## config.mk

```make
export PLATFORM = sky130hd
export DESIGN_NAME = stk_eval
export DESIGN_NICKNAME = d
export VERILOG_FILES = /design/src/rtl/stk_pkg.sv /design/src/rtl/stk_alu.sv /design/src/rtl/stk_cache.sv /design/src/rtl/stk_eval.sv
export SDC_FILE = /design/constraint.sdc
export NUM_CORES = 1
export LEC_CHECK = 0
export ABC_AREA = 0
export BUFFER_PORTS_ARGS = -buffer_cell sky130_fd_sc_hd__buf_2
export CAP_MARGIN = 20
export CORE_UTILIZATION = 45
export DETAILED_ROUTE_END_ITERATION = 8
export SETUP_SLACK_MARGIN = 0.5
export SLEW_MARGIN = 20
export SYNTH_ARGS = -nofsm -noshare
export SYNTH_HDL_FRONTEND = slang
export SYNTH_SLANG_ARGS = --single-unit
```

## constraint.sdc

```tcl
create_clock -name clk -period 35.1 [get_ports clk]
set_clock_uncertainty 0.15 [all_clocks]
set_input_delay 1.755 -clock clk [delete_from_list [all_inputs] [get_ports clk]]
set_output_delay 1.755 -clock clk [all_outputs]
set_load 0.1 [all_outputs]
```

## src/rtl/stk_pkg.sv

```systemverilog
package stk_pkg;
  typedef enum logic [2:0] {
    OP_PUSH = 3'd0,
    OP_POP  = 3'd1,
    OP_ADD  = 3'd2,
    OP_SUB  = 3'd3,
    OP_MUL  = 3'd4,
    OP_DIV  = 3'd5
  } stk_op_e;

  typedef enum logic [2:0] {
    ACT_NONE,
    ACT_PUSH,
    ACT_POP,
    ACT_BIN,
    ACT_FILL
  } stk_act_e;

  typedef enum logic [1:0] {
    ST_IDLE,
    ST_SPILL,
    ST_FILL
  } stk_state_e;
endpackage

```

## src/rtl/stk_alu.sv

```systemverilog
module stk_alu
  import stk_pkg::*;
#(
  parameter int W = 16
) (
  input  logic [2:0]   op,
  input  logic [W-1:0] lhs,
  input  logic [W-1:0] rhs,
  output logic [W-1:0] res,
  output logic         div0
);
  always_comb begin
    div0 = (op == OP_DIV) && (rhs == '0);
    case (op)
      OP_ADD:  res = lhs + rhs;
      OP_SUB:  res = lhs - rhs;
      OP_MUL:  res = lhs * rhs;
      OP_DIV:  res = div0 ? '1 : lhs / rhs;
      default: res = '0;
    endcase
  end
endmodule

```

## src/rtl/stk_cache.sv

```systemverilog
module stk_cache
  import stk_pkg::*;
#(
  parameter int N = 2,
  parameter int W = 16,
  localparam int RCW = $clog2(N + 1)
) (
  input  logic           clk,
  input  logic           rst_n,
  input  stk_act_e       act,
  input  logic [W-1:0]   push_val,
  input  logic [W-1:0]   bin_val,
  input  logic [W-1:0]   fill_val,
  output logic [W-1:0]   top,
  output logic [W-1:0]   second,
  output logic [W-1:0]   deepest,
  output logic [RCW-1:0] cnt
);
  logic [W-1:0]   ent_q [N];
  logic [W-1:0]   ent_d [N];
  logic [RCW-1:0] cnt_q, cnt_d;
  logic           ent_en;

  assign ent_en = (act != ACT_NONE);

  // Entry 0 is the top; entry cnt_q-1 is the deepest occupied slot.
  for (genvar i = 0; i < N; i++) begin : g_ent
    always_comb begin
      ent_d[i] = ent_q[i];
      case (act)
        ACT_PUSH: begin
          if (i == 0) ent_d[i] = push_val;
          else        ent_d[i] = ent_q[(i == 0) ? 0 : i - 1];
        end
        ACT_POP: begin
          if (i < N - 1) ent_d[i] = ent_q[(i < N - 1) ? i + 1 : i];
        end
        ACT_BIN: begin
          if (i == 0)         ent_d[i] = bin_val;
          else if (i < N - 1) ent_d[i] = ent_q[(i < N - 1) ? i + 1 : i];
        end
        ACT_FILL: begin
          if (cnt_q == RCW'(i)) ent_d[i] = fill_val;
        end
        default: ent_d[i] = ent_q[i];
      endcase
    end

    always_ff @(posedge clk or negedge rst_n) begin
      if (!rst_n)      ent_q[i] <= '0;
      else if (ent_en) ent_q[i] <= ent_d[i];
    end
  end

  always_comb begin
    cnt_d = cnt_q;
    case (act)
      ACT_PUSH: if (cnt_q != RCW'(N)) cnt_d = cnt_q + 1'b1;
      ACT_POP,
      ACT_BIN:  cnt_d = cnt_q - 1'b1;
      ACT_FILL: cnt_d = cnt_q + 1'b1;
      default:  cnt_d = cnt_q;
    endcase
  end

  always_ff @(posedge clk or negedge rst_n) begin
    if (!rst_n)      cnt_q <= '0;
    else if (ent_en) cnt_q <= cnt_d;
  end

  assign top     = ent_q[0];
  assign second  = ent_q[1];
  assign deepest = ent_q[N-1];
  assign cnt     = cnt_q;

  AST_CACHE_BOUND: assert property (@(posedge clk) disable iff (!rst_n)
    cnt_q <= RCW'(N));
  AST_BIN_OPERANDS: assert property (@(posedge clk) disable iff (!rst_n)
    (act == ACT_BIN) |-> (cnt_q >= RCW'(2)));
  AST_POP_NONEMPTY: assert property (@(posedge clk) disable iff (!rst_n)
    (act == ACT_POP) |-> (cnt_q != '0));
endmodule

```

## src/rtl/stk_eval.sv

```systemverilog
module stk_eval
  import stk_pkg::*;
#(
  parameter int N         = 2,
  parameter int W         = 16,
  parameter int MEM_DEPTH = 16,
  parameter int CNT_W     = 16,
  localparam int AW  = $clog2(MEM_DEPTH),
  localparam int MCW = $clog2(MEM_DEPTH + 1),
  localparam int RCW = $clog2(N + 1)
) (
  input  logic             clk,
  input  logic             rst_n,
  input  logic             cmd_valid,
  output logic             cmd_ready,
  input  logic [2:0]       cmd_op,
  input  logic [W-1:0]     cmd_data,
  output logic             top_valid,
  output logic [W-1:0]     top_data,
  output logic             err_stack,
  output logic             err_div0,
  output logic             mem_req,
  output logic             mem_we,
  output logic [AW-1:0]    mem_addr,
  output logic [W-1:0]     mem_wdata,
  input  logic             mem_ack,
  input  logic [W-1:0]     mem_rdata,
  output logic [CNT_W-1:0] store_count,
  output logic [CNT_W-1:0] fetch_count
);
  stk_state_e       state_q, state_d;
  logic [MCW-1:0]   mcnt_q, mcnt_d;
  logic [W-1:0]     pend_q, pend_d;
  logic [CNT_W-1:0] store_q, store_d, fetch_q, fetch_d;
  logic             errs_q, errs_d, errz_q, errz_d;
  logic             reg_en;

  stk_act_e         act;
  logic [W-1:0]     push_val, top_w, second_w, deepest_w, alu_res;
  logic [RCW-1:0]   reg_cnt;
  logic             alu_div0, need_fill, accept, is_bin;

  stk_cache #(.N(N), .W(W)) u_cache (
    .clk(clk), .rst_n(rst_n), .act(act), .push_val(push_val),
    .bin_val(alu_res), .fill_val(mem_rdata), .top(top_w),
    .second(second_w), .deepest(deepest_w), .cnt(reg_cnt)
  );

  stk_alu #(.W(W)) u_alu (
    .op(cmd_op), .lhs(second_w), .rhs(top_w), .res(alu_res), .div0(alu_div0)
  );

  assign need_fill = (reg_cnt < RCW'(N)) && (mcnt_q != '0);
  assign cmd_ready = (state_q == ST_IDLE) && !need_fill;
  assign accept    = cmd_valid && cmd_ready;
  assign is_bin    = (cmd_op >= OP_ADD) && (cmd_op <= OP_DIV);

  always_comb begin
    state_d  = state_q;
    mcnt_d   = mcnt_q;
    pend_d   = pend_q;
    store_d  = store_q;
    fetch_d  = fetch_q;
    errs_d   = errs_q;
    errz_d   = errz_q;
    act      = ACT_NONE;
    push_val = cmd_data;
    case (state_q)
      ST_IDLE: begin
        if (need_fill) begin
          state_d = ST_FILL;
        end else if (accept) begin
          if (cmd_op == OP_PUSH) begin
            if (reg_cnt != RCW'(N)) begin
              act = ACT_PUSH;
            end else if (mcnt_q == MCW'(MEM_DEPTH)) begin
              errs_d = 1'b1;
            end else begin
              pend_d  = cmd_data;
              state_d = ST_SPILL;
            end
          end else if (cmd_op == OP_POP) begin
            if (reg_cnt == '0) errs_d = 1'b1;
            else               act = ACT_POP;
          end else if (is_bin) begin
            if (reg_cnt < RCW'(2)) begin
              errs_d = 1'b1;
            end else begin
              act = ACT_BIN;
              if (alu_div0) errz_d = 1'b1;
            end
          end
        end
      end
      ST_SPILL: begin
        if (mem_ack) begin
          act      = ACT_PUSH;
          push_val = pend_q;
          mcnt_d   = mcnt_q + 1'b1;
          store_d  = store_q + 1'b1;
          state_d  = ST_IDLE;
        end
      end
      ST_FILL: begin
        if (mem_ack) begin
          act     = ACT_FILL;
          mcnt_d  = mcnt_q - 1'b1;
          fetch_d = fetch_q + 1'b1;
          state_d = ST_IDLE;
        end
      end
      default: state_d = ST_IDLE;
    endcase
  end

  assign reg_en = (state_q != ST_IDLE) || need_fill || accept;

  always_ff @(posedge clk or negedge rst_n) begin
    if (!rst_n) begin
      state_q <= ST_IDLE;
      mcnt_q  <= '0;
      pend_q  <= '0;
      store_q <= '0;
      fetch_q <= '0;
      errs_q  <= 1'b0;
      errz_q  <= 1'b0;
    end else if (reg_en) begin
      state_q <= state_d;
      mcnt_q  <= mcnt_d;
      pend_q  <= pend_d;
      store_q <= store_d;
      fetch_q <= fetch_d;
      errs_q  <= errs_d;
      errz_q  <= errz_d;
    end
  end

  assign mem_req     = (state_q != ST_IDLE);
  assign mem_we      = (state_q == ST_SPILL);
  assign mem_addr    = (state_q == ST_SPILL) ? AW'(mcnt_q) : AW'(mcnt_q - 1'b1);
  assign mem_wdata   = deepest_w;
  assign top_valid   = (reg_cnt != '0);
  assign top_data    = top_w;
  assign err_stack   = errs_q;
  assign err_div0    = errz_q;
  assign store_count = store_q;
  assign fetch_count = fetch_q;

  AST_SPILL_FULL: assert property (@(posedge clk) disable iff (!rst_n)
    (mem_req && mem_we) |-> (reg_cnt == RCW'(N)));
  AST_READY_AFTER_FILL: assert property (@(posedge clk) disable iff (!rst_n)
    cmd_ready |-> ((mcnt_q == '0) || (reg_cnt == RCW'(N))));
  AST_REQ_STABLE: assert property (@(posedge clk) disable iff (!rst_n)
    (mem_req && !mem_ack) |=> (mem_req && $stable(mem_we) && $stable(mem_addr) && $stable(mem_wdata)));
  AST_BUSY_STALLS: assert property (@(posedge clk) disable iff (!rst_n)
    mem_req |-> !cmd_ready);
  AST_STORE_STEP: assert property (@(posedge clk) disable iff (!rst_n)
    (mem_req && mem_we && mem_ack) |=> (store_count == $past(store_count) + 1'b1));
  AST_ERR_STICKY: assert property (@(posedge clk) disable iff (!rst_n)
    err_stack |=> err_stack);
  AST_DIV0_STICKY: assert property (@(posedge clk) disable iff (!rst_n)
    err_div0 |=> err_div0);
endmodule

```

==> flow_metrics.tcl <==
set metrics [dict create \
    status "complete, no violations" \
    critPathKind "reg -> reg" \
    timing.setup.tns_ns 0 \
    synth-main-ff-cell "dfrtp_1" \
    rsz0062_at_grt "no" \
    area_growth_pct 8.305 \
    cp_common_cell "ha_1" \
    synth_simple_gate_area_frac 0.1988 \
    muxShareOfSynthArea 0.04019 \
    critPathMaxStageDelay_ns 0.83 \
    synth_cell_type_count 92 \
    multiInputGateArea_sq_mm 0.01355 \
    synth.top_cell.area_share 0.1602 \
    postCtsSetupRepairBufs 0 \
    maxCapViolCount 0 \
    synth_enable_flop_cells 0 \
    clock_sinks 91 \
    die_area_sq_mm 0.03828 \
    grt_pass1_vias 16015 \
    fin_crit_sh 0.9052 \
    cts_inserted_buffers 9 \
    initial_core_util 0.4587 \
    drt-wirelength-per-cell_microns 22.68 \
    worst_slew_pin_slew_ns 1.053 \
    viasPerCell 6.109 \
    routed_wl_microns 61260 \
    die_height_microns 195.6 \
    reg2reg_setup_slack_ns 3.33 \
    relSlewSlack 0.2983 \
    seq_area_sq_mm 0.002277 \
    yosys.area_share.adder 0.2563 \
    first_pass_iters 6 \
    core_sq_mm 0.03679 \
    clockBufferDepth 2 \
    cp.arrival_ns 31.84 \
    io_buffers 112 \
    drt_iter0_markers 1657 \
    fill_cells 3663 \
    clkTransAtPathRegs_ns 0.07 \
    fin_crit_ns 31.77 \
    async_flop_share 1.000 \
    slew_violations 0 \
    ys_ff_latch 91 \
    die_w_microns 195.6 \
    gr-usage-all-layers 0.3219 \
    globalplace.congestion 0.9892 \
    clock.fmax_ghz 0.03147 \
    worst_path_max_delay_cell "o311ai_2" \
    cp-end-kind "register" \
    grt_overflow 0 \
    hold_violations 0 \
    yosys.area.top_type "ha_1" \
    synth_xor_area_frac 0.08876 \
    yosysWarnings 0 \
    ios 113 \
    start_kind "register" \
    fin_nets 2563 \
    synth-compound-area-share 0.2175 \
    drive_gt1_frac 0.1169 \
    synth_area_sq_mm 0.01687 \
    cts_tree "built" \
    rows 70 \
    grt_max_degree 76 \
    grt_pass1_wl_microns 94520 \
    ys_top_cells_by_area "ha_1 16%, dfrtp_1 13%, fa_1 9.6%, xnor2_1 5.9%, nand2_1 5.2%" \
    cp.required_ns 35.17 \
    dp.final_hpwl_microns 46790 \
    crit_path_max_fanout 15 \
    synth_top_family_by_area "adder cells" \
    synthesis.nets 2490 \
    min_path_type "reg -> reg" \
    syn_inst 2154 \
    htree_levels 3 \
    antenna_found_initial 5 \
    num_vias 16501 \
    drc_errors 0 \
    finalSetupViolCount 0 \
    ctsRootBufferMaster "clkbuf_16" \
    ys_seq_area_frac 0.1350 \
    postRouteAntennaNets 0 \
    synth_area_per_cell_sq_um 7.834 \
    clock_latency_ns 0.36 \
]
## area by class of cell
type / instances / share of cell area
flip-flops and latches: 91 / 0.1246
clock buffers: 11 / 0.01328
inverters: 185 / 0.03800
clock inverters: 5 / 0.003697
well taps: 468 / 0.03204
repair buffers: 151 / 0.04704
diodes: 1 / 0.0001369
multi-input cells: 1789 / 0.7412
## stage by stage
step,worst slack [ns],hold slack [ns],instance area [sq um],utilization,instances
final,3.327,0.3226,18280,0.4968,2701
after global placement,3.767,0.3141,17950,0.4879,2684
after detailed placement,3.161,0.3165,17950,0.4879,2684
after global routing,0.8277,0.3414,18270,0.4967,2700
after floorplan,8.230,0.3233,16870,-,2154
after CTS,3.032,0.3352,18260,0.4963,2700
## synthesized netlist by cell type, drive strengths merged, types with 20 or more instances
library cell  count
a211oi           26
a21o             39
a21oi           158
a221oi           20
a31oi            31
and2             26
clkbuf           72
dfrtp            91
fa               81
ha              216
inv             180
mux2             38
mux2i            25
nand2           235
nand2b           22
nand3            50
nor2            198
nor3             55
o211ai           41
o21a             30
o21ai            94
xnor2           114
xor2             57
## cells in the final DEF (no fill, tap or decap), types with 52 or more instances in the layout
| cell type | Yosys | routed |
|---|---|---|
| a21oi_1 | 156 | 155 |
| buf_2 | 9 | 111 |
| dfrtp_1 | 91 | 91 |
| fa_1 | 81 | 81 |
| ha_1 | 216 | 216 |
| inv_1 | 180 | 180 |
| nand2_1 | 235 | 235 |
| nor2_1 | 198 | 198 |
| nor3_1 | 53 | 52 |
| o21ai_0 | 91 | 91 |
| xnor2_1 | 114 | 114 |
| xor2_1 | 57 | 57 |
## worst paths after layout
kind | from | end | depth (start not counted)
min in group asynchronous | rst_n | store_count[4] | 1
worst min-delay path | fetch_count[15] | fetch_count[15] | 1
worst max register to register | u_cache.top[7] | u_cache.top[0] | 114
max in group asynchronous | rst_n | fetch_count[9] | 2
worst min register to register | fetch_count[15] | fetch_count[15] | 1
worst max-delay path | u_cache.top[7] | u_cache.top[0] | 114
## cells by family (layout without fill, tap and decap cells)
family,count (synthesis),after routing
adder cells (fa/ha/maj),297,297
other,0,1
AO/OA/AOI/OAI,549,549
XOR/XNOR,171,171
multiplexers,63,63
flip-flops,91,91
AND/OR/NAND/NOR,709,709
buffers and inverters,274,352
## critical path: cells and delay by family (launching register included)
family                   cells  cell delay, ns
multiplexers                 4            1.44
buffers and inverters        5            0.77
adder cells (fa/ha/maj)     15            4.46
AND/OR/NAND/NOR             31            8.36
flip-flops                   1            0.63
AO/OA/AOI/OAI               59           15.75
## per-layer routing
layer  global-route usage  routed length, microns  vias to the layer above
li1                     -                       -                     7764
met1               0.4510                   27630                     7878
met2               0.4996                   26320                      716
met3              0.05717                    5292                      137
met4               0.1035                    1990                        6
met5                    0                      33                        -
## sequential cells by signal (all words and copies together) (netlist names), 2 cells and up
register and cells:
fetch_count 16, mcnt_q 5, pend_q 16, state_q 2, store_count 16, u_cache.cnt 2
u_cache.deepest 16, u_cache.top 16
## timing repair
item                       CTS  global route
hold buffers                 0             0
setup endpoints to repair    0             1
gates resized for setup      0             2
Power is not shown: default switching activity piles up to over one toggle a cycle in this logic, so the estimate is an artifact.
